$ cat src/rtl/fdc_rate_pkg.sv
package fdc_rate_pkg;
  localparam int DATA_W = 8;
  localparam int SEL_LO = 0;
  localparam int PC_LO = 2;
  localparam int PC_W = 3;
  localparam int ZERO_BIT = 5;
  localparam int LP_BIT = 6;
  localparam int SWR_BIT = 7;

  typedef enum logic [2:0] {
    RATE_NONE = 3'd0,
    RATE_125K = 3'd1,
    RATE_150K = 3'd2,
    RATE_250K = 3'd3,
    RATE_300K = 3'd4,
    RATE_500K = 3'd5,
    RATE_1M   = 3'd6,
    RATE_2M   = 3'd7
  } rate_e;

  typedef struct packed {
    logic load;
    logic enterLp;
    logic exitLp;
    logic swReset;
  } ctl_strobe_t;
endpackage

$ cat src/rtl/fdc_rate_ctrl.sv
module fdc_rate_ctrl
  import fdc_rate_pkg::*;
(
  input  logic              wrEn,
  input  logic [DATA_W-1:0] wrData,
  input  logic              dataAccess,
  input  logic              statusAccess,
  input  logic              lowPowerQ,
  output ctl_strobe_t       strobe
);
  always_comb begin
    strobe.load    = wrEn;
    strobe.swReset = wrEn && wrData[SWR_BIT];
    // a write entering low power outranks a wake-up access in the same cycle
    strobe.enterLp = wrEn && wrData[LP_BIT] && !wrData[SWR_BIT];
    strobe.exitLp  = strobe.swReset || (lowPowerQ && (dataAccess || statusAccess));
  end
endmodule

$ cat src/rtl/fdc_rate_dp.sv
module fdc_rate_dp
  import fdc_rate_pkg::*;
#(
  parameter int RT_ADDR_W = 5,
  parameter logic [RT_ADDR_W-1:0] SHADOW_OFS = 5'h1F,
  parameter logic [1:0] RESET_SEL = 2'b10
) (
  input  logic                 clk,
  input  logic                 rstN,
  input  ctl_strobe_t          strobe,
  input  logic [DATA_W-1:0]    wrData,
  input  logic [1:0]           driveType,
  input  logic [RT_ADDR_W-1:0] rtAddr,
  output logic                 lowPowerQ,
  output logic [DATA_W-1:0]    regRdData,
  output logic [DATA_W-1:0]    rtData,
  output logic [2:0]           mfmRate,
  output logic [2:0]           fmRate,
  output logic                 densel,
  output logic [PC_W-1:0]      precompSel,
  output logic                 clkEnable,
  output logic                 ctlResetPulse
);
  localparam logic [DATA_W-1:0] ZERO_MASK = ~(DATA_W'(1) << ZERO_BIT);
  localparam logic [DATA_W-1:0] RESET_VAL = DATA_W'(RESET_SEL);

  logic [1:0]        selQ;
  logic [PC_W-1:0]   pcQ;
  logic              swRstQ;
  logic [DATA_W-1:0] shadowQ;
  rate_e             mfmD, fmD;

  always_ff @(posedge clk) begin
    if (!rstN) begin
      selQ      <= RESET_SEL;
      pcQ       <= '0;
      lowPowerQ <= 1'b0;
      swRstQ    <= 1'b0;
      shadowQ   <= RESET_VAL;
    end else begin
      swRstQ <= strobe.swReset;
      if (strobe.load) begin
        selQ    <= wrData[SEL_LO +: 2];
        pcQ     <= wrData[PC_LO +: PC_W];
        shadowQ <= wrData & ZERO_MASK;
      end
      if (strobe.enterLp)     lowPowerQ <= 1'b1;
      else if (strobe.exitLp) lowPowerQ <= 1'b0;
    end
  end

  always_comb begin
    mfmD = RATE_250K;
    fmD  = RATE_125K;
    unique case (selQ)
      2'b11: begin mfmD = RATE_1M;   fmD = RATE_NONE; end
      2'b00: begin mfmD = RATE_500K; fmD = RATE_250K; end
      2'b10: begin mfmD = RATE_250K; fmD = RATE_125K; end
      2'b01: begin
        unique case (driveType)
          2'b01:   begin mfmD = RATE_500K; fmD = RATE_250K; end
          2'b10:   begin mfmD = RATE_2M;   fmD = RATE_NONE; end
          default: begin mfmD = RATE_300K; fmD = RATE_150K; end
        endcase
      end
      default: ;
    endcase
  end

  assign mfmRate       = mfmD;
  assign fmRate        = fmD;
  assign densel        = (selQ == 2'b11) || (selQ == 2'b00);
  assign precompSel    = pcQ;
  assign clkEnable     = !lowPowerQ;
  assign ctlResetPulse = swRstQ;
  assign regRdData     = {swRstQ, lowPowerQ, 1'b0, pcQ, selQ};
  assign rtData        = (rtAddr == SHADOW_OFS) ? shadowQ : '0;
endmodule

$ cat src/rtl/fdc_rate_top.sv
module fdc_rate_top
  import fdc_rate_pkg::*;
#(
  parameter int RT_ADDR_W = 5,
  parameter logic [RT_ADDR_W-1:0] SHADOW_OFS = 5'h1F
) (
  input  logic                 clk,
  input  logic                 rstN,
  input  logic                 wrEn,
  input  logic [7:0]           wrData,
  output logic [7:0]           regRdData,
  input  logic                 dataAccess,
  input  logic                 statusAccess,
  input  logic [1:0]           driveType,
  input  logic [RT_ADDR_W-1:0] rtAddr,
  output logic [7:0]           rtData,
  output logic [2:0]           mfmRate,
  output logic [2:0]           fmRate,
  output logic                 densel,
  output logic [2:0]           precompSel,
  output logic                 clkEnable,
  output logic                 ctlResetPulse
);
  ctl_strobe_t strobe;
  logic        lowPowerQ;

  fdc_rate_ctrl uCtrl (
    .wrEn(wrEn), .wrData(wrData), .dataAccess(dataAccess),
    .statusAccess(statusAccess), .lowPowerQ(lowPowerQ), .strobe(strobe)
  );

  fdc_rate_dp #(.RT_ADDR_W(RT_ADDR_W), .SHADOW_OFS(SHADOW_OFS)) uDp (
    .clk(clk), .rstN(rstN), .strobe(strobe), .wrData(wrData),
    .driveType(driveType), .rtAddr(rtAddr), .lowPowerQ(lowPowerQ),
    .regRdData(regRdData), .rtData(rtData), .mfmRate(mfmRate),
    .fmRate(fmRate), .densel(densel), .precompSel(precompSel),
    .clkEnable(clkEnable), .ctlResetPulse(ctlResetPulse)
  );
endmodule

$ cat config.mk
export PLATFORM = sky130hd
export DESIGN_NAME = fdc_rate_top
export DESIGN_NICKNAME = d
export VERILOG_FILES = /design/src/rtl/fdc_rate_pkg.sv /design/src/rtl/fdc_rate_ctrl.sv /design/src/rtl/fdc_rate_dp.sv /design/src/rtl/fdc_rate_top.sv
export SDC_FILE = /design/constraint.sdc
export NUM_CORES = 1
export LEC_CHECK = 0
export BUFFER_PORTS_ARGS = -buffer_cell sky130_fd_sc_hd__buf_2
export CORE_MARGIN = 2
export CORE_UTILIZATION = 40
export DETAILED_ROUTE_END_ITERATION = 8
export PLACE_DENSITY_LB_ADDON = 0.15
export RECOVER_POWER = 50
export SYNTH_ARGS = -nofsm -noshare
export SYNTH_HDL_FRONTEND = slang
export SYNTH_SLANG_ARGS = --single-unit
export TNS_END_PERCENT = 30
$ cat constraint.sdc
create_clock -name clk -period 3.3 [get_ports clk]
set_clock_uncertainty 0.1 [all_clocks]
set_input_delay 0.33 -clock clk [delete_from_list [all_inputs] [get_ports clk]]
set_output_delay 0.33 -clock clk [all_outputs]
set_load 0.02 [all_outputs]
==> summary.md, run 1 <==
| Metric | Value |
|---|---|
| Status | finished, final reports clean |
| Layout cells sized above 1 | 0.319 |
| Drt wl/cell | 9.55 um |
| Final setup viols | 0 |
| Setup TNS | 0 ns |
| Register bit total from synthesis | 9 |
| I/O pin count | 48 |
| Number of global-route vias before repair | 470 |
| Placer Congestion | 0.686 |
| Post-CTS setup buffers | 0 |
| Hold path depth | 3 |
| Peak VDD IR | 0.258 mV |
| Placed Area | 793 sq um |
| R2r endpoint | uDp.lowPowerQ |
| Rows | 14 |
| H-tree Lvls | 1 |
| Die height | 44.4 um |
| First-pass GRT wire length | 1.94 mm |
| Period utilization | 0.567 |
| Via count | 595 |
| Cells after Synth | 81 |
| R2r setup slk | 2.16 ns |
| Root buf cell | clkbuf_4 |
| Static Leak | 0.452 nW |
| Max-cap viol count | 0 |
| Distinct cells, synth | 18 |
| Clk_lat worst skew | 0.25 ns |
| Max-slew violation count | 0 |
| Post-synth top area cell | dfxtp_1 |
| Internal Pwr Total | 0.191 mW |
| Hold buffers post-CTS | 0 |
| Switch share | 0.327 |
| Synth area leaders | dfxtp_1 (28%), ha_1 (15%), buf_4 (15%), inv_1 (8.6%), mux2i_1 (7.7%) |
| Final Cell Area | 802 sq um |
| Total GRT Usage | 0.134 |
| Min Tclk post-route | 1.87 ns |
| Initial DRC Count | 2 |
| Seq pwr share | 0.424 |
| Register area share after synthesis | 0.276 |
| Commonest non-fill, non-tap cell in the layout | buf_2 |
| Die Area | 1970 sq um |
| Clk buf depth | 2 |
| Post-route ant nets | 0 |
| Clk network pwr share | 0.295 |
| Slowest CP cell | dfxtp_1 |
| Max_slew headroom | 0.622 |
| Crit path cell chain | inv_1 > ha_1 > a211o_1 > buf_2 |
| Reg2Reg Depth | 2 |
| Hold Vio Cnt, Final | 0 |
| Synth top area share | 0.276 |
| Max incr delay on CP | 0.40 ns |
| Least-Margin Pin Slew | 0.567 ns |
| Initial Util | 0.429 |
| Pre-Repair DR Iteration Count | 2 |
| Worst r2r src | uDp.lowPowerQ |
| Synth Area per Inst | 8.06 sq um |
| CTS tree | done |
| Most frequent cells in the layout | buf_2 (34), inv_1 (15), clkbuf_1 (10) |
| Die width | 44.4 um |
| Crit. End Element | primary output |
| Setup crit start kind | flip-flop |
| Antenna violations before repair | 0 |
| Port bufs | 43 |
| Combinational Power Share | 0.281 |
| DRC violations left | 0 |
| Vias per cell | 4.51 |
| Fmax | 534 MHz |
| Hold Startpoint | wrData[1] |
| Final global-route overflow total | 0 |
| Mapped Area | 653 sq um |
| Crit path kind | flip-flop to primary output |
| Pwr/cell area | 354 nW/um^2 |
| Clk slew on worst S/H paths | 0.06 ns |
| TritonCTS Sinks | 9 |
| Sw Pwr | 0.0929 mW |
| Number of diodes | 0 |
| Post-CTS sizing | 0 |
| Dpl hpwl | 1.04 mm |
| Synth Warn # | 0 |
| Crit path required time | 2.87 ns |
| Crit-path max FO | 5 |
| Area grow syn2layout | 22.8% |
| Worst hold path class | primary input to flip-flop |
| Fin nets | 145 |
| Largest net degree at the start of global routing | 12 |
| RSZ-0062 raised after global routing | no |
| End of the worst hold path | uDp.shadowQ[1] |
| Critical Path AT | 1.44 ns |
| Drt total wl | 1.26 mm |
| TritonCTS buffer count | 3 |
| Total core area | 1520 sq um |
[worst max path at each step]
| stage | slack, ns | end | cells past startpoint | from |
|---|---|---|---|---|
| after global placement | 1.71 | mfmRate[1] | 4 | uDp.shadowQ[1] |
| after global routing | 1.32 | mfmRate[0] | 5 | uDp.selQ[0] |
| after floorplan | 1.75 | mfmRate[0] | 4 | driveType[0] |
| after detailed placement | 1.70 | mfmRate[1] | 4 | uDp.shadowQ[1] |
| final | 1.43 | mfmRate[1] | 4 | uDp.shadowQ[1] |
| after CTS | 1.41 | mfmRate[1] | 4 | uDp.shadowQ[1] |
[power by group through the flow]
| stage | Clock [mW] | Combinational [mW] | Sequential, mW |
|---|---|---|---|
| 4_1_cts | 0.0867 | 0.0831 | 0.120 |
| 2_1_floorplan | 0 | 0.0640 | 0.122 |
| 5_1_grt | 0.0945 | 0.0884 | 0.121 |
| 3_5_place_dp | 0 | 0.0828 | 0.123 |
| 6_report | 0.0838 | 0.0798 | 0.120 |
| 3_3_place_gp | 0 | 0.0813 | 0.122 |
[synthesized netlist by cell type, drive strengths merged]
cell type  number
nand2           3
a221oi          1
a21oi           4
a211o           1
inv            15
o211ai          1
mux2i           5
nor3            7
nor2            6
and3            1
ha              8
dfxtp           9
buf            14
conb            1
nand2b          3
or3b            1
nand4           1
[registers in the layout, summed over array words and instances, names as in the netlist]
signal and cells:
uDp.shadowQ 4, uDp.precompSel 2, uDp.ctlResetPulse 1, uDp.lowPowerQ 1
uDp.selQ 1
[metal layers]
metal,up-vias,global-route usage,wire [um]
met1,258,0.150,518
met2,23,0.229,652
met3,2,0.0367,80
li1,312,-,-
met4,0,0.0727,10
met5,-,0,0
[cell type report]
cell class / instances / area [sq um]
Fill cell: 161 / 722
Multi-Input combinational cell: 45 / 315
Timing Repair Buffer: 43 / 204
Sequential cell: 9 / 180
Inverter: 15 / 56.3
Clock buffer: 4 / 26.3
Tap cell: 16 / 20.0
[critical path, delay by kind of cell (launching register included)]
family | cells | cell delay [ns]
flip-flops | 1 | 0.40
adder cells (fa/ha/maj) | 1 | 0.22
AO/OA/AOI/OAI | 1 | 0.28
buffers and inverters | 2 | 0.28
[logic make-up (layout without fill, tap and decap cells)]
kind of cell / Yosys count / count (layout) / share of synthesized area
and+or+nand+nor: 22 / 22 / 0.167
buffers and inverters: 29 / 62 / 0.243
adders and majority gates: 8 / 8 / 0.153
DFF: 9 / 9 / 0.276
AOI/OAI and AO/OA: 7 / 7 / 0.0785
muxes: 5 / 5 / 0.0766
other: 1 / 3 / 0.00574
[stage by stage]
step                utilization  total power [mW]  hold slack, ns  setup slack, ns  std cells
floorplan                     -             0.186           0.324             1.75         83
global placement          0.521             0.204           0.360             1.71        128
detailed placement        0.521             0.206           0.378             1.70        128
CTS                       0.538             0.290           0.183             1.41        132
global route              0.526             0.304           0.192             1.32        132
finish                    0.526             0.284           0.195             1.43        132
(Power assumes the default switching activity.)
==> run 2, diff against run 1 <==
Settings changed: ABC_AREA from default to 1, CORE_UTILIZATION 40 to 36.
Clock period 3.3 ns to 1.6 ns, I/O delays scaled along.
==> run 2 against run 1 <==
Effect of this change:
- combinational power grew 140%
- utilization fell by 6.9 points
- synthesized area increased by 9.2%
- final cell count increased by 17%
- via count rose by 7.6%
- register-to-register slack got worse by 1.3 ns
- non-clock buffer count is the same
- flip-flop and latch count unchanged
- critical endpoint is now mfmRate[0]
- largest power group unchanged
==> summary.md, run 2 <==
| Metric | Value |
|---|---|
| Status | finished, final reports clean |
| Clk buf depth | 2 (unchanged) |
| Post-CTS sizing | 3 (+3) |
| Hold WS | 0.0241 ns (-0.171 ns) |
| DRC violations left | 0 (unchanged) |
| FFs w/ async S/R, synth | 0 (unchanged) |
| Total GRT Usage | 0.115 (-0.0190) |
| Crit path kind | flip-flop to primary output |
| Setup TNS | 0 ns (unchanged) |
| Initial Util | 0.371 (-0.0575) |
| Largest net degree at the start of global routing | 10 (-2) |
| Final global-route overflow total | 0 (unchanged) |
| Max_slew headroom | 0.629 (+0.00737) |
| Register bit total from synthesis | 9 (unchanged) |
| Crit path cell chain | inv_2 > ha_2 > nor2_2 > a21oi_1 > buf_4 |
| Min Tclk post-route | 1.51 ns |
| Max-slew violation count | 0 (unchanged) |
| Total core area | 1920 sq um (+26%) |
| I/O pin count | 48 (unchanged) |
| Multi-input combinational cell area | 357 sq um (+13%) |
| Root buf cell | clkbuf_4 |
| Max FFs per register | 4 (unchanged) |
| CTS tree | done |
| Synth Area per Inst | 7.67 sq um (-4.9%) |
| Synth Area in XOR/XNOR | 0 (unchanged) |
| Most frequent cell after synthesis | inv_1 |
| Distinct cells, synth | 18 (unchanged) |
| Slowest CP cell | dfxtp_4 |
| Crit-path max FO | 6 (+1) |
| Synth area leaders | dfxtp_1 (25%), ha_1 (14%), buf_4 (14%), inv_1 (8.4%), nand2_4 (6.3%) |
| H-tree Lvls | 1 (unchanged) |
| Clk_lat worst skew | 0.26 ns (about the same) |
| Post-synthesis mux area share | 0 (-0.0766) |
| Post-CTS setup buffers | 0 (unchanged) |
| Setup crit start kind | flip-flop |
| Post-layout util | 0.458 (-0.0686) |
| Worst hold path class | primary input to flip-flop |
| Sequential cell area | 185 sq um (+2.8%) |
| Layout Cells excl Fill | 155 (+17%) |
| Placed Area | 861 sq um (+8.5%) |
| Number of diodes | 0 (unchanged) |
| Critical Path AT | 1.25 ns (-0.19 ns) |
| Placer Congestion | 0.736 (+7.4%) |
| Synth top area share | 0.253 (-0.0232) |
| Antenna violations before repair | 0 (unchanged) |
| Clk slew on worst S/H paths | 0.06 ns (about the same) |
| Number of global-route vias before repair | 514 (+9.4%) |
| Cells after Synth | 93 (+15%) |
| Die Area | 2350 sq um (+19%) |
| Dpl hpwl | 1.09 mm (+5.0%) |
| Most flops, register | uDp.shadowQ |
| Port bufs | 43 (unchanged) |
| Post-route ant nets | 0 (unchanged) |
| Initial DRC Count | 4 (+2) |
| Max-cap viol count | 0 (unchanged) |
| TritonCTS Sinks | 9 (unchanged) |
| TritonCTS buffer count | 3 (unchanged) |
| Post-synth top area cell | dfxtp_1 |
| Final setup viols | 0 (unchanged) |
| Area grow syn2layout | 23.3% |
| Die height | 48.5 um (+9.2%) |
| Die width | 48.5 um (+9.2%) |
| Drt wl/cell | 8.74 um (-8.5%) |
| Via count | 640 (+7.6%) |
| Mapped Area | 713 sq um (+9.2%) |
| RSZ-0062 raised after global routing | no |
| Layout cells sized above 1 | 0.438 (+0.119) |
| Dominant combinational cell family by area after synthesis | buffers and inverters |
| Crit path required time | 1.34 ns (-1.53 ns) |
| Static Leak | 0.476 nW (+5.3%) |
| Synth Area in Adders | 0.140 (-0.0129) |
| Synth cell count leaders | inv_1 (16), buf_4 (13), dfxtp_1 (9), nor2_1 (9), ha_1 (8) |
| First-pass GRT wire length | 2.17 mm (+12%) |
| Hold Vio Cnt, Final | 0 (unchanged) |
| Final Cell Area | 880 sq um (+9.7%) |
| Post-synthesis compound-gate area fraction | 0.105 (+0.0267) |
| Area share of and/or/nand/nor cells after synthesis | 0.239 (+0.0719) |
| Commonest non-fill, non-tap cell in the layout | buf_2 |
| Most used DFF post-synth | dfxtp_1 |
| Pwr/cell area | 705 nW/um^2 (+99%) |
| Register area share after synthesis | 0.253 (-0.0232) |
| Hold buffers post-CTS | 0 (unchanged) |
| Vias per cell | 4.13 (-8.4%) |
| Crit. End Element | primary output |
| EDFF count, synth | 0 (unchanged) |
| Peak VDD IR | 0.470 mV (+82%) |
| Max incr delay on CP | 0.36 ns (-0.04 ns) |
| Most frequent cells in the layout | buf_2 (32), inv_1 (14), clkbuf_1 (10) |
| Fin nets | 157 (+8.3%) |
| Drt total wl | 1.36 mm (+7.5%) |
| Least-Margin Pin Slew | 0.556 ns (-0.0111 ns) |
| Fmax | 664 MHz |
| Period utilization | 0.941 |
| Dpl cells | 151 (+18%) |
| Pre-Repair DR Iteration Count | 2 (unchanged) |
| Synth Warn # | 0 (unchanged) |
| FILL cells | 231 (+43%) |
| Rows | 16 (+2) |
run 2: cell count changes in the layout (fill, tap and decap cells not counted), sizes merged, moves of 2 or more:
cell    delta
a21oi      +3
inv        +2
mux2i      -5
nand2b     -3
nand3      +2
nor2       +6
o21ai      +5
nand2      +7
run 2: final timing paths:
path | start | slack (ns) | cells past startpoint | to
max | uDp.selQ[0] | 0.09 | 5 | mfmRate[0]
min reg2reg | uDp.shadowQ[7] | 0.38 | 2 | uDp.shadowQ[7]
max reg2reg | uDp.selQ[0] | 0.87 | 2 | uDp.selQ[0]
min | wrData[0] | 0.02 | 3 | uDp.selQ[0]
run 2: per-layer routing:
layer	wire length, um	vias up	part of all wire	track usage
li1	-	342	-	-
met1	574	274	0.42	0.141
met3	95	2	0.070	0.0309
met4	11	0	0.0081	0.0429
met5	0	-	0	0
met2	674	22	0.50	0.194
run 2: cells by family after synthesis:
kind of cell             Yosys count
buffers and inverters             32
flip-flops                         9
AO/OA/AOI/OAI                     12
AND/OR/NAND/NOR                   31
adder cells (fa/ha/maj)            8
other                              1
run 2: critical path, delay by kind of cell, from the launching register on:
| family | cells | cell delay, ns |
|---|---|---|
| flip-flops | 1 | 0.36 |
| AO/OA/AOI/OAI | 1 | 0.15 |
| adder cells (fa/ha/maj) | 1 | 0.19 |
| AND/OR/NAND/NOR | 1 | 0.04 |
| buffers and inverters | 2 | 0.24 |
run 2: stage by stage:
step                power (mW)  setup WS [ns]
floorplan                0.410          0.304
global placement         0.451          0.228
detailed placement       0.453          0.205
CTS                      0.632         0.0142
global route             0.667        0.00249
finish                   0.621         0.0936
run 2: final cells by class:
| class | instances | area share |
|---|---|---|
| clock buffers | 4 | 0.0299 |
| inverters | 18 | 0.0782 |
| multi-input cells | 54 | 0.405 |
| flip-flops and latches | 9 | 0.211 |
| well taps | 27 | 0.0384 |
| repair buffers | 43 | 0.238 |
run 2: where the power goes:
part           internal [mW]  total (mW)  switching [mW]  leakage, nW
Sequential             0.238       0.252          0.0138       0.0748
Combinational         0.0711       0.195           0.124        0.386
Clock                 0.0960       0.173          0.0774       0.0150
Total                  0.405       0.621           0.215        0.476
==> run 3, diff against run 2 <==
Clock period 1.6 ns to 1.3 ns, I/O delays scaled along.
==> run 3 against run 2 <==
Effect of this change:
- non-clock buffer count rose by 8
- largest power group is now combinational cells
- utilization up 13 points
- die area did not move
- flip-flop and latch count stayed put
- the flow now finishes with violations (negative hold slack, negative setup slack)
- via count rose by 12%
- clock power is 26% higher
- power increased by 39%
==> summary.md, run 3 (synthesis gave the netlist of run 2 again) <==
| Metric | Value |
|---|---|
| CTS tree | done |
| Final setup viols | 8 (+8) |
| Commonest non-fill, non-tap cell in the layout | buf_2 |
| I/O pin count | 48 (unchanged) |
| Via count | 717 (+12%) |
| Crit-path max FO | 4 (-2) |
| Largest net degree at the start of global routing | 10 (unchanged) |
| Crit path required time | 1.07 ns (-0.27 ns) |
| Crit. End Element | primary output |
| PnR worst setup slack | -0.162 ns (-0.256 ns) |
| Pwr/cell area | 765 nW/um^2 (+8.4%) |
| Hold Vio Cnt, Final | 1 (+1) |
| Vias per cell | 4.40 (+6.5%) |
| Status | complete, but fails checks |
| Area grow syn2layout | 58.4% |
| TritonCTS Sinks | 9 (unchanged) |
| Failing checks | negative hold slack, negative setup slack |
| Initial Util | 0.371 (unchanged) |
| Final global-route overflow total | 0 (unchanged) |
| Die height | 48.5 um (unchanged) |
| Max_slew headroom | 0.619 (-0.00998) |
| H-tree Lvls | 1 (unchanged) |
| Most flops, register | uDp.shadowQ |
| Setup TNS | -0.778 ns (-0.778 ns) |
| Die width | 48.5 um (unchanged) |
| Max-slew violation count | 0 (unchanged) |
| Total GRT Usage | 0.149 (+0.0337) |
| Final Cell Area | 1130 sq um (+28%) |
| Max incr delay on CP | 0.35 ns (about the same) |
| Period utilization | 1.12 |
| DRC violations left | 0 (unchanged) |
| Slowest CP cell | dfxtp_2 |
| RSZ-0062 raised after global routing | yes |
| Least-Margin Pin Slew | 0.571 ns (+0.0150 ns) |
| Place WS | 0.0225 ns (-0.183 ns) |
| Clk slew on worst S/H paths | 0.06 ns (about the same) |
| Drt total wl | 1.67 mm (+23%) |
| Final Power | 0.864 mW (+39%) |
| R2r setup slk | 0.32 ns (-0.55 ns) |
| Most frequent cells in the layout | buf_2 (29), inv_1 (13), buf_4 (8) |
| Initial DRC Count | 2 (-2) |
| Number of diodes | 0 (unchanged) |
| Setup crit start kind | flip-flop |
| Placed Area | 883 sq um (+2.6%) |
| Pre-Repair DR Iteration Count | 4 (+2) |
| First-pass GRT wire length | 2.82 mm (+30%) |
| Hold WS | -0.00316 ns (-0.0273 ns) |
| Layout cells sized above 1 | 0.625 (+0.188) |
| Clk_lat worst skew | 0.26 ns (about the same) |
| Critical Path AT | 1.23 ns (-0.02 ns) |
| Max-cap viol count | 0 (unchanged) |
| Fmax | 684 MHz |
| Drt wl/cell | 10.2 um (+17%) |
| Crit path kind | flip-flop to primary output |
| Crit path cell chain | buf_6 > ha_4 > a21oi_2 > nor2_1 > buf_4 |
| Peak VDD IR | 0.571 mV (+21%) |
| Die Area | 2350 sq um (unchanged) |
| Static Leak | 0.553 nW (+16%) |
| Post-route ant nets | 0 (unchanged) |
| Total core area | 1920 sq um (unchanged) |
| Max FFs per register | 4 (unchanged) |
| Min Tclk post-route | 1.46 ns |
| Antenna violations before repair | 0 (unchanged) |
| Worst hold path class | primary input to flip-flop |
| Rows | 16 (unchanged) |
| Placer Congestion | 0.701 (-4.8%) |
| Crit path max-delay family | flip-flops |
| Fin nets | 165 (+5.1%) |
| Dpl hpwl | 1.17 mm (+7.5%) |
| Root buf cell | clkbuf_4 |
| CP Buf/Inv Count | 2 (unchanged) |
| Clk buf depth | 2 (unchanged) |
| Port bufs | 43 (unchanged) |
| TritonCTS buffer count | 3 (unchanged) |
| Number of global-route vias before repair | 723 (+41%) |
run 3: tightest hold or removal path, stage by stage:
cell and delay [ns]:
buf_2 0.08, nor2_2 0.03, nor2_1 0.08
run 3: path summary, 6_finish.rpt:
check | start | endpoint | cells past startpoint
worst max-delay path | uDp.selQ[0] | fmRate[1] | 5
worst min-delay path | wrData[2] | uDp.precompSel[0] | 3
worst min register to register | uDp.shadowQ[6] | uDp.shadowQ[6] | 2
worst max register to register | uDp.selQ[0] | uDp.selQ[0] | 4
run 3: per-layer routing:
layer | track usage | vias up | share of wire
li1 | - | 355 | -
met1 | 0.147 | 332 | 0.38
met2 | 0.301 | 24 | 0.56
met3 | 0.0185 | 6 | 0.031
met4 | 0.0714 | 0 | 0.023
met5 | 0 | - | 0
run 3: through the flow:
stage	instances	utilization
after floorplan	95	-
after global placement	154	0.460
after detailed placement	154	0.460
after CTS	163	0.557
after global routing	163	0.588
final	163	0.588
run 3: timing repair:
action | 4_1_cts | 5_1_grt
hold endpoints to repair | 4 | 0
hold buffers | 4 | 0
buffers inserted | 1 | 0
cloned | 0 | 0
gates resized for setup | 33 | 21
pin swaps | 8 | 5
endpoints found under the setup margin | 8 | 13
run 3: cell type report:
cell class                 count  area [sq um]
inverter                      18          78.8
sequential                     9           191
clock buffer                   4          26.3
multi-input combinational     54           479
fill                         201           792
tap                           27          33.8
timing repair buffer          51           320
run 3: power by group:
| group | internal, mW | switching [mW] |
|---|---|---|
| clock network | 0.118 | 0.0998 |
| registers | 0.295 | 0.0191 |
| logic | 0.141 | 0.191 |
| total | 0.554 | 0.310 |
